## config.mk

```make
export PLATFORM = sky130hd
export DESIGN_NAME = bulk_row_copier
export DESIGN_NICKNAME = d
export VERILOG_FILES = /design/src/rtl/rcp_pkg.sv /design/src/rtl/rcp_route.sv /design/src/rtl/rcp_gap_timer.sv /design/src/rtl/rcp_col_ctr.sv /design/src/rtl/bulk_row_copier.sv
export SDC_FILE = /design/constraint.sdc
export NUM_CORES = 1
export LEC_CHECK = 0
export BUFFER_PORTS_ARGS = -buffer_cell sky130_fd_sc_hd__buf_2
export CORE_MARGIN = 10
export CORE_UTILIZATION = 53
export CTS_CLUSTER_DIAMETER = 30
export DETAILED_ROUTE_END_ITERATION = 6
export PLACE_DENSITY_LB_ADDON = 0.1
export SLEW_MARGIN = 30
export SYNTH_ARGS = -nofsm -noshare
export SYNTH_HDL_FRONTEND = slang
export SYNTH_SLANG_ARGS = --single-unit
```

## constraint.sdc

```tcl
create_clock -name clk -period 2.79 [get_ports clk]
set_clock_uncertainty 0.05 [all_clocks]
set_input_delay 0.1395 -clock clk [delete_from_list [all_inputs] [get_ports clk]]
set_output_delay 0.1395 -clock clk [all_outputs]
set_load 0.03 [all_outputs]
```

## src/rtl/rcp_pkg.sv

```systemverilog
package rcp_pkg;

  typedef enum logic [1:0] {
    OP_NOP  = 2'd0,
    OP_ACT  = 2'd1,
    OP_PRE  = 2'd2,
    OP_XFER = 2'd3
  } cmd_op_e;

  typedef enum logic [3:0] {
    ST_IDLE,
    ST_PRE_A,
    ST_PRE_B,
    ST_ACT_S,
    ST_ACT_D,
    ST_XFER,
    ST_PRE_E,
    ST_PRE_F,
    ST_DONE
  } seq_state_e;

endpackage

```

## src/rtl/rcp_route.sv

```systemverilog
module rcp_route #(
  parameter int BANK_W   = 2,
  parameter int SUB_W    = 2,
  parameter int ROW_W    = 4,
  parameter int ZERO_ROW = 0
) (
  input  logic              zero,
  input  logic [BANK_W-1:0] src_bank,
  input  logic [SUB_W-1:0]  src_sub,
  input  logic [ROW_W-1:0]  src_row,
  input  logic [BANK_W-1:0] dst_bank,
  input  logic [SUB_W-1:0]  dst_sub,
  input  logic [ROW_W-1:0]  dst_row,
  output logic [BANK_W-1:0] eff_bank,
  output logic [SUB_W-1:0]  eff_sub,
  output logic [ROW_W-1:0]  eff_row,
  output logic              streaming,
  output logic              trivial
);

  // A clear is a copy from the reserved zero row beside the destination
  always_comb begin
    if (zero) begin
      eff_bank = dst_bank;
      eff_sub  = dst_sub;
      eff_row  = ROW_W'(ZERO_ROW);
    end else begin
      eff_bank = src_bank;
      eff_sub  = src_sub;
      eff_row  = src_row;
    end
  end

  // Shared row buffer means same bank and same subarray
  assign streaming = (eff_bank != dst_bank) || (eff_sub != dst_sub);
  assign trivial   = !streaming && (eff_row == dst_row);

  always_comb begin
    a_r7_zero_is_fast : assert (!(zero && streaming));
  end

endmodule

```

## src/rtl/rcp_gap_timer.sv

```systemverilog
module rcp_gap_timer #(
  parameter int GAP_W = 4
) (
  input  logic             clk,
  input  logic             rst_n,
  input  logic             load,
  input  logic [GAP_W-1:0] gap,
  output logic             ready
);

  logic [GAP_W-1:0] cnt_q;

  // Cycles to hold after a command: a gap of 0 acts as 1
  function automatic logic [GAP_W-1:0] hold_cycles(input logic [GAP_W-1:0] g);
    return (g == '0) ? '0 : g - GAP_W'(1);
  endfunction

  always_ff @(posedge clk or negedge rst_n) begin
    if (!rst_n)             cnt_q <= '0;
    else if (load)          cnt_q <= hold_cycles(gap);
    else if (cnt_q != '0)   cnt_q <= cnt_q - GAP_W'(1);
  end

  assign ready = (cnt_q == '0);

  a_r3_gap_holds : assert property (@(posedge clk) disable iff (!rst_n)
    load && (gap > GAP_W'(1)) |=> !ready);

  a_r3_gap_unit : assert property (@(posedge clk) disable iff (!rst_n)
    load && (gap <= GAP_W'(1)) |=> ready);

endmodule

```

## src/rtl/rcp_col_ctr.sv

```systemverilog
module rcp_col_ctr #(
  parameter int COLS  = 8,
  parameter int COL_W = 3
) (
  input  logic             clk,
  input  logic             rst_n,
  input  logic             clear,
  input  logic             step,
  output logic [COL_W-1:0] col,
  output logic             last
);

  logic [COL_W-1:0] col_q;

  always_ff @(posedge clk or negedge rst_n) begin
    if (!rst_n)      col_q <= '0;
    else if (clear)  col_q <= '0;
    else if (step)   col_q <= last ? '0 : col_q + COL_W'(1);
  end

  assign col  = col_q;
  assign last = (col_q == COL_W'(COLS - 1));

  a_r5_col_in_range : assert property (@(posedge clk) disable iff (!rst_n)
    col_q <= COL_W'(COLS - 1));

endmodule

```

## src/rtl/bulk_row_copier.sv

```systemverilog
module bulk_row_copier
  import rcp_pkg::*;
#(
  parameter int BANK_W   = 2,
  parameter int SUB_W    = 2,
  parameter int ROW_W    = 4,
  parameter int COLS     = 8,
  parameter int GAP_W    = 4,
  parameter int ZERO_ROW = 0,
  localparam int COL_W   = (COLS > 1) ? $clog2(COLS) : 1
) (
  input  logic              clk,
  input  logic              rst_n,
  input  logic              req_valid,
  input  logic              req_zero,
  input  logic [BANK_W-1:0] req_src_bank,
  input  logic [SUB_W-1:0]  req_src_sub,
  input  logic [ROW_W-1:0]  req_src_row,
  input  logic [BANK_W-1:0] req_dst_bank,
  input  logic [SUB_W-1:0]  req_dst_sub,
  input  logic [ROW_W-1:0]  req_dst_row,
  input  logic [GAP_W-1:0]  cfg_act_act,
  input  logic [GAP_W-1:0]  cfg_act_xfer,
  input  logic [GAP_W-1:0]  cfg_xfer_pre,
  output logic              busy,
  output logic              done,
  output logic              cmd_valid,
  output logic [1:0]        cmd_op,
  output logic [BANK_W-1:0] cmd_bank,
  output logic [SUB_W-1:0]  cmd_sub,
  output logic [ROW_W-1:0]  cmd_row,
  output logic [BANK_W-1:0] cmd_peer_bank,
  output logic [COL_W-1:0]  cmd_col
);

  // Routing of the incoming request
  logic [BANK_W-1:0] rt_bank;
  logic [SUB_W-1:0]  rt_sub;
  logic [ROW_W-1:0]  rt_row;
  logic              rt_streaming;
  logic              rt_trivial;

  rcp_route #(
    .BANK_W(BANK_W), .SUB_W(SUB_W), .ROW_W(ROW_W), .ZERO_ROW(ZERO_ROW)
  ) u_route (
    .zero      (req_zero),
    .src_bank  (req_src_bank),
    .src_sub   (req_src_sub),
    .src_row   (req_src_row),
    .dst_bank  (req_dst_bank),
    .dst_sub   (req_dst_sub),
    .dst_row   (req_dst_row),
    .eff_bank  (rt_bank),
    .eff_sub   (rt_sub),
    .eff_row   (rt_row),
    .streaming (rt_streaming),
    .trivial   (rt_trivial)
  );

  // Sequencer state and latched operands
  seq_state_e        state_q, state_d;
  logic [BANK_W-1:0] sb_q, db_q;
  logic [SUB_W-1:0]  ss_q, ds_q;
  logic [ROW_W-1:0]  sr_q, dr_q;
  logic              streaming_q;

  // Named internal events
  logic              accept;
  logic              cmd_state;
  logic              gap_ready;
  logic              issue;
  logic              xfer_step;
  logic [GAP_W-1:0]  gap_val;
  logic [COL_W-1:0]  col;
  logic              col_last;

  assign accept    = (state_q == ST_IDLE) && req_valid;
  assign cmd_state = (state_q != ST_IDLE) && (state_q != ST_DONE);
  assign issue     = cmd_state && gap_ready;
  assign xfer_step = issue && (state_q == ST_XFER);

  rcp_gap_timer #(.GAP_W(GAP_W)) u_gap (
    .clk   (clk),
    .rst_n (rst_n),
    .load  (issue),
    .gap   (gap_val),
    .ready (gap_ready)
  );

  rcp_col_ctr #(.COLS(COLS), .COL_W(COL_W)) u_col (
    .clk   (clk),
    .rst_n (rst_n),
    .clear (accept),
    .step  (xfer_step),
    .col   (col),
    .last  (col_last)
  );

  // Next state and gap to hold after the command issued in this state
  always_comb begin
    state_d = state_q;
    gap_val = GAP_W'(1);
    unique case (state_q)
      ST_IDLE:  if (req_valid) state_d = rt_trivial ? ST_DONE : ST_PRE_A;
      ST_PRE_A: if (issue) state_d = streaming_q ? ST_PRE_B : ST_ACT_S;
      ST_PRE_B: if (issue) state_d = ST_ACT_S;
      ST_ACT_S: begin
        gap_val = cfg_act_act;
        if (issue) state_d = ST_ACT_D;
      end
      ST_ACT_D: begin
        gap_val = streaming_q ? cfg_act_xfer : cfg_act_act;
        if (issue) state_d = streaming_q ? ST_XFER : ST_PRE_E;
      end
      ST_XFER: begin
        gap_val = col_last ? cfg_xfer_pre : GAP_W'(1);
        if (issue && col_last) state_d = ST_PRE_E;
      end
      ST_PRE_E: if (issue) state_d = streaming_q ? ST_PRE_F : ST_DONE;
      ST_PRE_F: if (issue) state_d = ST_DONE;
      ST_DONE:  state_d = ST_IDLE;
      default:  state_d = ST_IDLE;
    endcase
  end

  always_ff @(posedge clk or negedge rst_n) begin
    if (!rst_n) begin
      state_q     <= ST_IDLE;
      sb_q        <= '0;
      ss_q        <= '0;
      sr_q        <= '0;
      db_q        <= '0;
      ds_q        <= '0;
      dr_q        <= '0;
      streaming_q <= 1'b0;
    end else begin
      state_q <= state_d;
      if (accept) begin
        sb_q        <= rt_bank;
        ss_q        <= rt_sub;
        sr_q        <= rt_row;
        db_q        <= req_dst_bank;
        ds_q        <= req_dst_sub;
        dr_q        <= req_dst_row;
        streaming_q <= rt_streaming;
      end
    end
  end

  // Command decode
  cmd_op_e op_sel;

  always_comb begin
    op_sel        = OP_NOP;
    cmd_bank      = '0;
    cmd_sub       = '0;
    cmd_row       = '0;
    cmd_peer_bank = '0;
    cmd_col       = '0;
    if (issue) begin
      unique case (state_q)
        ST_PRE_A, ST_PRE_E: begin op_sel = OP_PRE; cmd_bank = sb_q; end
        ST_PRE_B, ST_PRE_F: begin op_sel = OP_PRE; cmd_bank = db_q; end
        ST_ACT_S: begin
          op_sel = OP_ACT; cmd_bank = sb_q; cmd_sub = ss_q; cmd_row = sr_q;
        end
        ST_ACT_D: begin
          op_sel = OP_ACT; cmd_bank = db_q; cmd_sub = ds_q; cmd_row = dr_q;
        end
        ST_XFER: begin
          op_sel = OP_XFER; cmd_bank = sb_q; cmd_peer_bank = db_q; cmd_col = col;
        end
        default: op_sel = OP_NOP;
      endcase
    end
  end

  assign cmd_valid = issue;
  assign cmd_op    = op_sel;
  assign busy      = cmd_state;
  assign done      = (state_q == ST_DONE);

  // Assertions
  a_r9_done_one_cycle : assert property (@(posedge clk) disable iff (!rst_n)
    done |=> !done);

  a_r9_cmd_only_busy : assert property (@(posedge clk) disable iff (!rst_n)
    cmd_valid |-> busy);

  a_r9_done_not_busy : assert property (@(posedge clk) disable iff (!rst_n)
    done |-> !busy && !cmd_valid);

  a_r2_fast_no_xfer : assert property (@(posedge clk) disable iff (!rst_n)
    cmd_valid && !streaming_q |-> cmd_op != OP_XFER);

  a_r5_xfer_back_to_back : assert property (@(posedge clk) disable iff (!rst_n)
    cmd_valid && (cmd_op == OP_XFER) && (cmd_col != COL_W'(COLS - 1))
    |=> cmd_valid && (cmd_op == OP_XFER));

  a_r8_trivial_no_cmd : assert property (@(posedge clk) disable iff (!rst_n)
    accept && rt_trivial |=> done && !busy);

  a_r10_operands_stable : assert property (@(posedge clk) disable iff (!rst_n)
    busy |=> $stable(dr_q) && $stable(sr_q) && $stable(db_q) && $stable(sb_q));

endmodule

```

==> key figures <==
Status
  – Status: finished clean

Critical path
  – Startpoint types: flop
  – Buf/Inv on CP: 5
  – Most common cell on crit path: inv_1
  – Crit path depth: 9
  – Cells along the critical path: inv_1 -> ha_1 -> nor3b_1 -> buf_4 -> nand2_1 -> inv_1 -> nand2_1 -> inv_1 -> buf_2
  – Register-to-register setup slack: 0.42 ns
  – R2r startpoint: state_q[1]
  – R2R Path End: u_gap.cnt_q[3]
  – CP max stage delay: 0.42 ns
  – Critical path required time: 2.60 ns
  – Arrival @ worst endpoint: 2.21 ns
  – Critical Path End Type: output pin
  – Worst Setup Path Type: flop to output pin
  – Worst reg2reg path depth: 6
  – CP max FO: 13
  – CP delay by family, top: buffers and inverters
  – CP max-delay cell: dfrtp_1

Synth
  – FF+latch count, synth: 28
  – Syn nets: 274
  – Synth Flop Type: dfrtp_1
  – Synthesized area per cell: 8.217 um^2
  – Syn Inst Count: 238
  – Post-synthesis async set-or-reset flop share: 100.0%
  – Synthesized area: 1956 um^2
  – Register area share after synthesis: 35.83%
  – Number of flops mapped to enable cells by yosys: 0
  – Distinct cell type count after synthesis: 52
  – Yosys warning count: 0

Final layout
  – Ant diodes: 0
  – Most frequent cells in the layout: 49 x buf_2, 47 x nand2_1, 28 x dfrtp_1
  – Nets: 324
  – Final Core Density: 64.64%
  – Fillers: 336
  – Layout area overhead: 19.19%
  – Commonest non-fill, non-tap cell in the layout: buf_2
  – Multi-input gate area: 1142 um^2
  – Reg area: 700.7 um^2
  – Ratio of cells with drive above 1 in the final layout: 24.04%

Global routing
  – Congestion Overflow GR: 0
  – Initial antenna violation count: 0
  – First-pass GRT wire length: 8404 um
  – GRT Util Overall: 15.68%
  – Number of global-route vias before repair: 1802
  – Largest net degree at the start of global routing: 29

Floorplan
  – Area of the core: 3606 um^2
  – Ports: 50
  – Die Y: 80.75 um
  – # rows: 22
  – Die Width: 80.75 um
  – Initial Util: 54.23%
  – Die area: 6520 um^2

Clock tree
  – Post-CTS Resized: 0
  – CTS sink cnt: 28
  – Root buffer cell: clkbuf_8
  – Total CTS buffers: 3
  – Max Buffers Root-to-Sink: 2
  – H-tree level count: 1
  – Postcts setup bufs: 0
  – Clock Latency Late Sink: 0.28 ns
  – CTS tree: built
  – Worst-path clk slew: 0.10 ns

Place
  – Final GP Congestion: 0.8708
  – Port Buffers: 49
  – Detailed placer's ending HPWL: 3964 um

Hold path
  – HP Start: req_dst_sub[0]
  – Hold path cells: 3
  – Hold crit path type: input port to flop
  – WHS Endpoint: ds_q[0]

Power
  – Leakage: 1.141 nW
  – Max VDD drop: 373.5 uV
  – PD cells: 945.4 nW/um^2
  – Tot Pwr: 0.002204 W

STA
  – RSZ-0062 raised after global routing: no
  – Minimum clock period: 2.400 ns
  – Setup total negative slack: 0 ns
  – Max-slew violations: 0
  – Final setup fails: 0
  – Worst-Margin Slew: 0.7199 ns
  – Fmax: 0.4167 GHz
  – Period utilization: 86.01%
  – Final hold viol count: 0
  – Worst slew margin: 52.00%

Route
  – Detailed router's first-iteration violation count: 176
  – Final wirelength: 5096 um
  – Drt wl/cell: 15.21 um
  – Final ANT Viol Nets: 0
  – Vias post-DR: 1887
  – Pre-antenna DRT Iters: 4
  – Vias per std cell: 5.633
  – Post-route DRC: 0

Run
  – MaxCap Viol Count: 0
## power by group
group	total [W]	internal, W	switching (W)
logic	0.00110	0.000462	0.000633
clock network	0.000328	0.000192	0.000135
registers	0.000781	0.000588	0.000193
total	0.00220	0.00124	0.000962
## through the flow
| stage | hold WS (ns) | instances | setup slack, ns | area, um^2 |
|---|---|---|---|---|
| 2_1_floorplan | -0.2061 | 238 | 0.5960 | 1956 |
| 3_3_place_gp | 0.1533 | 330 | 0.5097 | 2250 |
| 3_5_place_dp | 0.1562 | 330 | 0.4846 | 2250 |
| 4_1_cts | 0.03150 | 335 | 0.3887 | 2331 |
| 5_1_grt | 0.04063 | 335 | 0.1966 | 2331 |
| 6_report | 0.03416 | 335 | 0.3903 | 2331 |
## layer usage
metal  vias to the layer above  GRT usage, %  wire [um]  share of wire, %
met4                         0         4.671         42              0.82
li1                        944             -          -                 -
met2                        69         25.16       2331                46
met5                         -             0          0                 0
met1                       870         19.96       2293                45
met3                         4         4.636        428               8.4
## final cells by class
| type | count | area share, % |
|---|---|---|
| multi-input combinational | 186 | 49.01 |
| sequential | 28 | 30.06 |
| timing repair buffer | 58 | 13.53 |
| tap | 48 | 2.576 |
| clock buffer | 3 | 1.771 |
| inverter | 11 | 1.771 |
| clock inverter | 1 | 1.288 |
## Yosys cell counts, drive strengths merged (3+ instances only)
| cell type | count | area, um^2 |
|---|---|---|
| nor4b | 3 | 32.53 |
| ha | 4 | 50.05 |
| nor2 | 23 | 88.84 |
| o21ai | 10 | 50.05 |
| a22oi | 8 | 60.06 |
| dfrtp | 28 | 700.7 |
| nor2b | 3 | 18.77 |
| xnor2 | 7 | 61.31 |
| and3 | 5 | 31.28 |
| and2 | 5 | 33.78 |
| inv | 11 | 41.29 |
| a222oi | 3 | 30.03 |
| o211ai | 3 | 27.52 |
| nand2b | 4 | 25.02 |
| nand3b | 4 | 30.03 |
| nand2 | 47 | 176.4 |
| clkbuf | 6 | 22.52 |
| a21oi | 10 | 53.80 |
| mux2i | 7 | 70.07 |
| nand3 | 5 | 25.02 |
| nor3 | 7 | 35.03 |
| buf | 7 | 48.79 |
## worst reg2reg max path, stage by stage, from the launching register on
cell and delay, ns:
dfrtp_1 0.70, nor4bb_2 0.11, buf_4 0.18, and2_1 0.17
a222oi_1 0.57, nand4_1 0.16, a221o_1 0.32
## registers in the layout, indices dropped and copies added, names as in the netlist, 3 cells and up
name,flops
u_gap.cnt_q,4
sr_q,4
u_col.col,3
state_q,4
dr_q,4
## what timing repair did
action / 4_1_cts / 5_1_grt
hold buffers: 1 / 0
setup endpoints to repair: 0 / 0
hold endpoints to repair: 28 / 0
## logic make-up after synthesis
group,Yosys count,synth area share (%)
DFF,28,35.83
xor gates and xnor gates,7,3.135
muxes,8,4.159
AOI/OAI and AO/OA,51,18.62
adders and majority gates,4,2.559
buffers and inverters,24,5.758
and+or+nand+nor,116,29.94
## worst max-delay path by stage
stage / startpoint / end
CTS: u_gap.cnt_q[0] / cmd_op[0]
detailed placement: state_q[1] / u_gap.cnt_q[3]
global placement: state_q[1] / u_gap.cnt_q[3]
finish: u_gap.cnt_q[0] / cmd_op[0]
global route: u_gap.cnt_q[0] / cmd_op[0]
floorplan: u_gap.cnt_q[0] / cmd_bank[0]
(Power assumes the default switching activity.)
